$ cat src/rtl/acfg_pkg.sv
// Package: constants shared by the autoconfiguration responder.
// Assumes a 16-bit card occupying a single 64 KB page.
package acfg_pkg;

    typedef enum logic [1:0] {
        ST_UNCONF = 2'd0,
        ST_CONF   = 2'd1,
        ST_SHUT   = 2'd2
    } acfg_state_e;

    // Register offsets inside the configuration page
    localparam logic [6:0] OFF_BASE_HI = 7'h48;
    localparam logic [6:0] OFF_BASE_LO = 7'h4A;
    localparam logic [6:0] OFF_SHUTUP  = 7'h4C;

    localparam logic [15:0] VENDOR_ID   = 16'h1212;
    localparam logic [31:0] SERIAL_NO   = 32'h0000_0000;
    localparam logic [2:0]  SIZE_64K    = 3'b001;
    localparam logic [1:0]  BUS_16BIT   = 2'b11;
    localparam int          NUM_FIELDS  = 32;

    // Board-type byte: bus class, no free-memory link, ROM vector valid, no chain
    localparam logic [7:0] TYPE_BYTE = {BUS_16BIT, 1'b0, 1'b1, 1'b0, SIZE_64K};
    // Flags byte: no space preference, shut-up supported
    localparam logic [7:0] FLAG_BYTE = 8'h00;

endpackage

$ cat src/rtl/acfg_addr_dec.sv
// Address decoder for the autoconfiguration responder.
// It claims the fixed configuration page while the card is unconfigured and not
// shut up. After a commit it matches only the assigned page.
// Assumes a page is the top PAGE_W bits of the address.
module acfg_addr_dec #(
    parameter int          ADDR_W   = 24,
    parameter int          PAGE_W   = 8,
    parameter int          REG_W    = 7,
    parameter logic [7:0]  CFG_PAGE = 8'hE8
) (
    input  logic              clk,
    input  logic              rst_n,
    input  logic [ADDR_W-1:0] addr,
    input  logic              configured,
    input  logic              shut_up,
    input  logic [PAGE_W-1:0] base_addr,
    output logic              cfg_hit,
    output logic              id_area,
    output logic [REG_W-1:0]  reg_off,
    output logic              card_match
);
    localparam int PAGE_LSB = ADDR_W - PAGE_W;

    logic [PAGE_W-1:0] page;

    // Split the address into page, in-page high bits and register offset
    always_comb begin
        page    = addr[ADDR_W-1:PAGE_LSB];
        reg_off = addr[REG_W-1:0];
        id_area = (addr[PAGE_LSB-1:REG_W] == '0);
    end

    // Configuration-page claim: only while unconfigured and awake
    always_comb begin
        cfg_hit = !configured && !shut_up && (page == CFG_PAGE[PAGE_W-1:0]);
    end

    // Assigned-page match for the card's own register decoder
    always_comb begin
        card_match = configured && (page == base_addr);
    end

    AST_HIT_EXCL: assert property (@(posedge clk) disable iff (!rst_n)
        !(cfg_hit && card_match));

endmodule

$ cat src/rtl/acfg_id_rom.sv
// Identification nibble source.
// It builds the 32-byte identification table from parameters and returns one
// nibble per word. Field 0 is given true and all other fields are inverted.
// Assumes reg_off is the byte offset inside the configuration page.
module acfg_id_rom
    import acfg_pkg::*;
#(
    parameter int          PRODUCT  = 0,
    parameter logic [15:0] DIAG_VEC = 16'h1000
) (
    input  logic [6:0] reg_off,
    output logic [3:0] nibble
);
    localparam int IDX_W = $clog2(NUM_FIELDS);

    logic [7:0] field_tbl [NUM_FIELDS];
    logic [7:0] sel_byte;

    function automatic logic [7:0] field_value(input int idx);
        logic [7:0] raw;
        case (idx)
            0:       raw = TYPE_BYTE;
            1:       raw = PRODUCT[7:0];
            2:       raw = FLAG_BYTE;
            4:       raw = VENDOR_ID[15:8];
            5:       raw = VENDOR_ID[7:0];
            6:       raw = SERIAL_NO[31:24];
            7:       raw = SERIAL_NO[23:16];
            8:       raw = SERIAL_NO[15:8];
            9:       raw = SERIAL_NO[7:0];
            10:      raw = DIAG_VEC[15:8];
            11:      raw = DIAG_VEC[7:0];
            default: raw = 8'h00;
        endcase
        return (idx == 0) ? raw : ~raw;
    endfunction

    // One table entry per field, already in bus polarity
    for (genvar gi = 0; gi < NUM_FIELDS; gi++) begin : g_field
        assign field_tbl[gi] = field_value(gi);
    end

    // Pick the field from offset bits 6..2 and the nibble from bit 1
    always_comb begin
        sel_byte = field_tbl[reg_off[IDX_W+1:2]];
        nibble   = reg_off[1] ? sel_byte[3:0] : sel_byte[7:4];
    end

endmodule

$ cat src/rtl/acfg_cfg_ctrl.sv
// Configuration state keeper.
// It holds the card state (unconfigured, configured or shut up), the staged low
// nibble and the committed base page.
// Assumes wr_evt is one qualified write per cycle inside the identification area.
module acfg_cfg_ctrl
    import acfg_pkg::*;
#(
    parameter int PAGE_W = 8
) (
    input  logic              clk,
    input  logic              rst_n,
    input  logic              wr_evt,
    input  logic [6:0]        reg_off,
    input  logic [3:0]        wnib,
    output logic              configured,
    output logic              shut_up,
    output logic [PAGE_W-1:0] base_addr
);
    localparam int HI_W = PAGE_W - 4;

    acfg_state_e state;
    logic [3:0]  staged;
    logic        awake_wr;

    // A write only counts while the card is still unconfigured
    always_comb begin
        awake_wr = wr_evt && (state == ST_UNCONF);
    end

    // Card state: commit moves to configured, shut-up command silences the card
    always_ff @(posedge clk) begin
        if (!rst_n) begin
            state <= ST_UNCONF;
        end else if (awake_wr) begin
            if (reg_off == OFF_BASE_HI)
                state <= ST_CONF;
            else if (reg_off == OFF_SHUTUP)
                state <= ST_SHUT;
        end
    end

    // Staged low nibble: last write to the low register wins
    always_ff @(posedge clk) begin
        if (!rst_n)
            staged <= 4'h0;
        else if (awake_wr && reg_off == OFF_BASE_LO)
            staged <= wnib;
    end

    // Base page: high nibble from the commit write, low nibble from staging
    always_ff @(posedge clk) begin
        if (!rst_n)
            base_addr <= '0;
        else if (awake_wr && reg_off == OFF_BASE_HI)
            base_addr <= {wnib[3:4-HI_W], staged};
    end

    // Decode state into the two flags
    always_comb begin
        configured = (state == ST_CONF);
        shut_up    = (state == ST_SHUT);
    end

    AST_CONF_HOLDS: assert property (@(posedge clk) disable iff (!rst_n)
        configured |=> configured);
    AST_BASE_FROZEN: assert property (@(posedge clk) disable iff (!rst_n)
        configured |=> $stable(base_addr));
    AST_SHUT_HOLDS: assert property (@(posedge clk) disable iff (!rst_n)
        shut_up |=> (shut_up && !configured));
    AST_COMMIT_LOW: assert property (@(posedge clk) disable iff (!rst_n)
        (wr_evt && !configured && !shut_up && reg_off == OFF_BASE_HI)
        |=> (configured && base_addr[3:0] == $past(staged)));

endmodule

$ cat src/rtl/acfg_responder.sv
// Top of the autoconfiguration responder.
// It ties the decoder, the identification table and the state keeper together
// and gates the read data.
// Assumes a 16-bit data bus whose nibble D15..D12 carries the configuration data.
module acfg_responder #(
    parameter int          ADDR_W   = 24,
    parameter int          PAGE_W   = 8,
    parameter int          DATA_W   = 16,
    parameter logic [7:0]  CFG_PAGE = 8'hE8,
    parameter int          PRODUCT  = 0,
    parameter logic [15:0] DIAG_VEC = 16'h1000
) (
    input  logic              clk,
    input  logic              rst_n,
    input  logic [ADDR_W-1:0] bus_addr,
    input  logic              bus_strobe,
    input  logic              bus_write,
    input  logic [3:0]        bus_wnib,
    output logic [DATA_W-1:0] bus_rdata,
    output logic              cfg_hit,
    output logic              card_match,
    output logic              configured,
    output logic              shut_up,
    output logic [PAGE_W-1:0] base_addr
);
    localparam int REG_W = 7;

    logic             id_area;
    logic [REG_W-1:0] reg_off;
    logic [3:0]       id_nib;
    logic             wr_evt;

    acfg_addr_dec #(
        .ADDR_W  (ADDR_W),
        .PAGE_W  (PAGE_W),
        .REG_W   (REG_W),
        .CFG_PAGE(CFG_PAGE)
    ) u_dec (
        .clk       (clk),
        .rst_n     (rst_n),
        .addr      (bus_addr),
        .configured(configured),
        .shut_up   (shut_up),
        .base_addr (base_addr),
        .cfg_hit   (cfg_hit),
        .id_area   (id_area),
        .reg_off   (reg_off),
        .card_match(card_match)
    );

    acfg_id_rom #(
        .PRODUCT (PRODUCT),
        .DIAG_VEC(DIAG_VEC)
    ) u_rom (
        .reg_off(reg_off),
        .nibble (id_nib)
    );

    // Qualified configuration write
    always_comb begin
        wr_evt = bus_strobe && bus_write && cfg_hit && id_area;
    end

    acfg_cfg_ctrl #(
        .PAGE_W(PAGE_W)
    ) u_ctrl (
        .clk       (clk),
        .rst_n     (rst_n),
        .wr_evt    (wr_evt),
        .reg_off   (reg_off),
        .wnib      (bus_wnib),
        .configured(configured),
        .shut_up   (shut_up),
        .base_addr (base_addr)
    );

    // Identification data: nibble in the top of the word, silent otherwise
    always_comb begin
        bus_rdata = '0;
        if (cfg_hit && id_area)
            bus_rdata[DATA_W-1:DATA_W-4] = id_nib;
    end

    AST_SHUT_SILENT: assert property (@(posedge clk) disable iff (!rst_n)
        shut_up |-> (!cfg_hit && !card_match));

endmodule

$ cat config.mk
export PLATFORM = sky130hd
export DESIGN_NAME = acfg_responder
export DESIGN_NICKNAME = d
export VERILOG_FILES = /design/src/rtl/acfg_pkg.sv /design/src/rtl/acfg_addr_dec.sv /design/src/rtl/acfg_id_rom.sv /design/src/rtl/acfg_cfg_ctrl.sv /design/src/rtl/acfg_responder.sv
export SDC_FILE = /design/constraint.sdc
export NUM_CORES = 1
export LEC_CHECK = 0
export BUFFER_PORTS_ARGS = -buffer_cell sky130_fd_sc_hd__buf_2
export CAP_MARGIN = 25
export CORE_ASPECT_RATIO = 1.2
export CORE_MARGIN = 2
export CORE_UTILIZATION = 39
export CTS_BUF_LIST = sky130_fd_sc_hd__clkbuf_16
export DETAILED_ROUTE_END_ITERATION = 8
export GPL_TIMING_DRIVEN = 0
export PLACE_DENSITY = 0.85
export SLEW_MARGIN = 10
export SYNTH_ARGS = -nofsm -noshare
export SYNTH_HDL_FRONTEND = slang
export SYNTH_SLANG_ARGS = --single-unit
$ cat constraint.sdc
create_clock -name clk -period 1.65 [get_ports clk]
set_input_delay 0.0825 -clock clk [delete_from_list [all_inputs] [get_ports clk]]
set_output_delay 0.0825 -clock clk [all_outputs]
set_load 0.01 [all_outputs]
==> flow_summary.json <==
{
  "worst_slack_ns": -0.120,
  "area.growth.synth_to_final_pct": 55.7,
  "cp_data_required_time_ns": 1.57,
  "grt_overflow": 0,
  "wl_met1_mm": 1.20,
  "dieArea_um2": 3100,
  "final_nets": 230,
  "diodes": 0,
  "worstSetupStartpointType": "register",
  "arrival_ns": 1.69,
  "via_count": 1206,
  "initial_utilization": 0.411,
  "final-hold-violation-count": 0,
  "final_cell_mix": "buf_2 (46), buf_4 (24), nand2_1 (12), conb_1 (12), dfxtp_1 (11)",
  "yosys.area_share.simple": 0.308,
  "violations": "negative setup slack",
  "avgSynthCellArea_um2": 8.52,
  "htreeDepth": 1,
  "yosysUniqueCellTypes": 35,
  "rsz0062_at_grt": "true",
  "cts-root-buf": "clkbuf_16",
  "clock-sinks": 14,
  "antenna_found_initial": 0,
  "core_um2": 2530,
  "fill_cells": 204,
  "synth_edf_count": 0,
  "ant_nets": 0,
  "drv_cap": 0,
  "worst_slew_margin_rel": 0.629,
  "synth_area_um2": 1040,
  "final.period_utilization": 1.07,
  "status": "complete, but fails checks",
  "synthArstFlopShare": 0,
  "dr.pass1.iters": 4,
  "dp_slack_ns": -0.156,
  "vias_per_cell": 5.31,
  "min_period_ns": 1.77,
  "worstMarginPinSlew_ns": 0.552,
  "cts.clk_slew.worst_paths_ns": 0.04,
  "synth_top_family_by_area": "simple AND/OR/NAND/NOR gates",
  "skew_ns": 0.00139,
  "slew_violations": 0,
  "gp_congestion": 0.792,
  "wl_met2_mm": 1.63,
  "cts_made_buffers": 3,
  "drive_gt1_frac": 0.495,
  "fmax_mhz": 565,
  "finalSetupTns_ns": -0.472,
  "grt_pass1_wl_mm": 4.75,
  "critPathMaxFanout": 4,
  "min_path_type": "input port to register",
  "crit_type": "register to output pin",
  "io_buffers": 47,
  "yosys.area_share.xor_xnor": 0.0674,
  "ys_ff_latch": 14,
  "worst_setup_path_end_kind": "output pin",
  "setup_viol": 9,
  "power_density_nw_per_um2": 584,
  "top_layer": "met4",
  "grt.total_usage": 0.211,
  "ys_seq_area_frac": 0.270,
  "die_h_um": 60.6,
  "drtIter0Drc": 51,
  "syn-instance-count": 122,
  "synth_fa_ha_area_frac": 0.0361,
  "wl_met3_um": 318,
  "grt_max_degree": 11,
  "cts_tree": "yes",
  "grt_pass1_vias": 1096,
  "fp.dieW_um": 51.1,
  "synth_compound_area_frac": 0.130,
  "cts_buffer_depth": 2,
  "num_rows": 20,
  "worstSkewPairLatency_ns": 0.25,
  "ys.flop_type": "dfxtp_1",
  "ios": 60,
  "layout_commonest_cell": "buf_2",
  "hpwlAfterDp_mm": 2.28,
  "yosys_warnings": 0,
  "muxShareOfSynthArea": 0.0578,
  "ir_drop_v": 0.000415,
  "wl_mm": 3.33,
  "wire_per_inst_um": 14.7,
  "drc": 0,
  "leakagePower_nw": 0.771
}
registers in the layout, indices dropped and copies added (netlist names):
name	count
u_ctrl.state	2
u_ctrl.base_addr	8
u_ctrl.staged	4
kinds of logic (layout without fill, tap and decap cells):
logic type	after synthesis	after routing
compound gates	21	21
xor+xnor	8	8
fa+ha+maj	3	3
buf+inv	21	82
flops	14	14
mux	6	6
other cells	1	12
simple gates	48	48
worst max-delay path, stage by stage, from the launching register on:
cell and delay (ns):
dfxtp_2 0.32, inv_2 0.05, ha_4 0.23, nor3_4 0.17
nand4_4 0.13, inv_4 0.11, nand2_4 0.06, a31oi_4 0.17
buf_6 0.12, buf_6 0.09
path summary, 6_finish.rpt:
kind                                       from                             to  slack, ns  cells past startpoint
hold reg to reg   u_ctrl.staged[0]$_SDFFE_PN0P_  u_ctrl.staged[0]$_SDFFE_PN0P_       0.46                      2
setup / recovery   u_ctrl.state[0]$_SDFFE_PN0P_                  bus_rdata[15]      -0.12                      9
hold / removal                      bus_wnib[0]  u_ctrl.staged[0]$_SDFFE_PN0P_       0.10                      3
setup reg to reg   u_ctrl.state[0]$_SDFFE_PN0P_  u_ctrl.staged[0]$_SDFFE_PN0P_      -0.04                      8
report_power, final:
group	switching (mW)	internal (mW)	leakage, nW
registers	0.00000000470	0.339	0.114
clock network	0.140	0.320	0.0385
logic	0.0790	0.0667	0.618
total	0.219	0.726	0.771
cell type report:
type	instances	area, um2	area share
Buffer	15	110	0.0680
Clock buffer	3	75.1	0.0464
Clock inverter	1	3.75	0.00232
Inverter	4	17.5	0.0108
Multi-Input combinational cell	98	749	0.463
Sequential cell	14	284	0.175
Tap cell	33	41.3	0.0255
Timing Repair Buffer	59	338	0.209
routing by layer:
| metal | track usage | vias to the layer above |
|---|---|---|
| met4 | 0.139 | 0 |
| met2 | 0.391 | 68 |
| met1 | 0.206 | 545 |
| met3 | 0.0591 | 24 |
| li1 | - | 569 |
| met5 | 0 | - |
synthesized netlist by cell type (3+ instances only):
cell type | n | area [um2]
a21oi_1 | 9 | 45.0
dfxtp_1 | 14 | 280
nand2_1 | 13 | 48.8
nand4_1 | 9 | 56.3
nand3_1 | 3 | 15.0
buf_4 | 14 | 105
nor3_1 | 3 | 15.0
o31ai_1 | 8 | 60.1
xor2_1 | 3 | 26.3
mux2i_1 | 6 | 60.1
ha_1 | 3 | 37.5
inv_1 | 3 | 11.3
and3_1 | 3 | 18.8
xnor2_1 | 5 | 43.8
through the flow:
step | instance area, um2 | cells | hold slack [ns] | power [mW] | utilization
final | 1620 | 227 | 0.103 | 0.945 | 0.641
after global routing | 1620 | 227 | 0.103 | 0.974 | 0.641
after CTS | 1580 | 225 | 0.0985 | 0.946 | 0.624
after detailed placement | 1400 | 213 | 0.353 | 0.476 | 0.555
after global placement | 1400 | 213 | 0.350 | 0.475 | 0.555
after floorplan | 1130 | 133 | 0.217 | 0.417 | -
what timing repair did:
item | 4_1_cts | 5_1_grt
hold buffers | 0 | 0
pin swaps | 5 | 4
buffers inserted | 8 | 4
endpoints found under the setup margin | 15 | 20
resized for setup | 6 | 6
No activity file was read; power rests on OpenSTA's default activity.
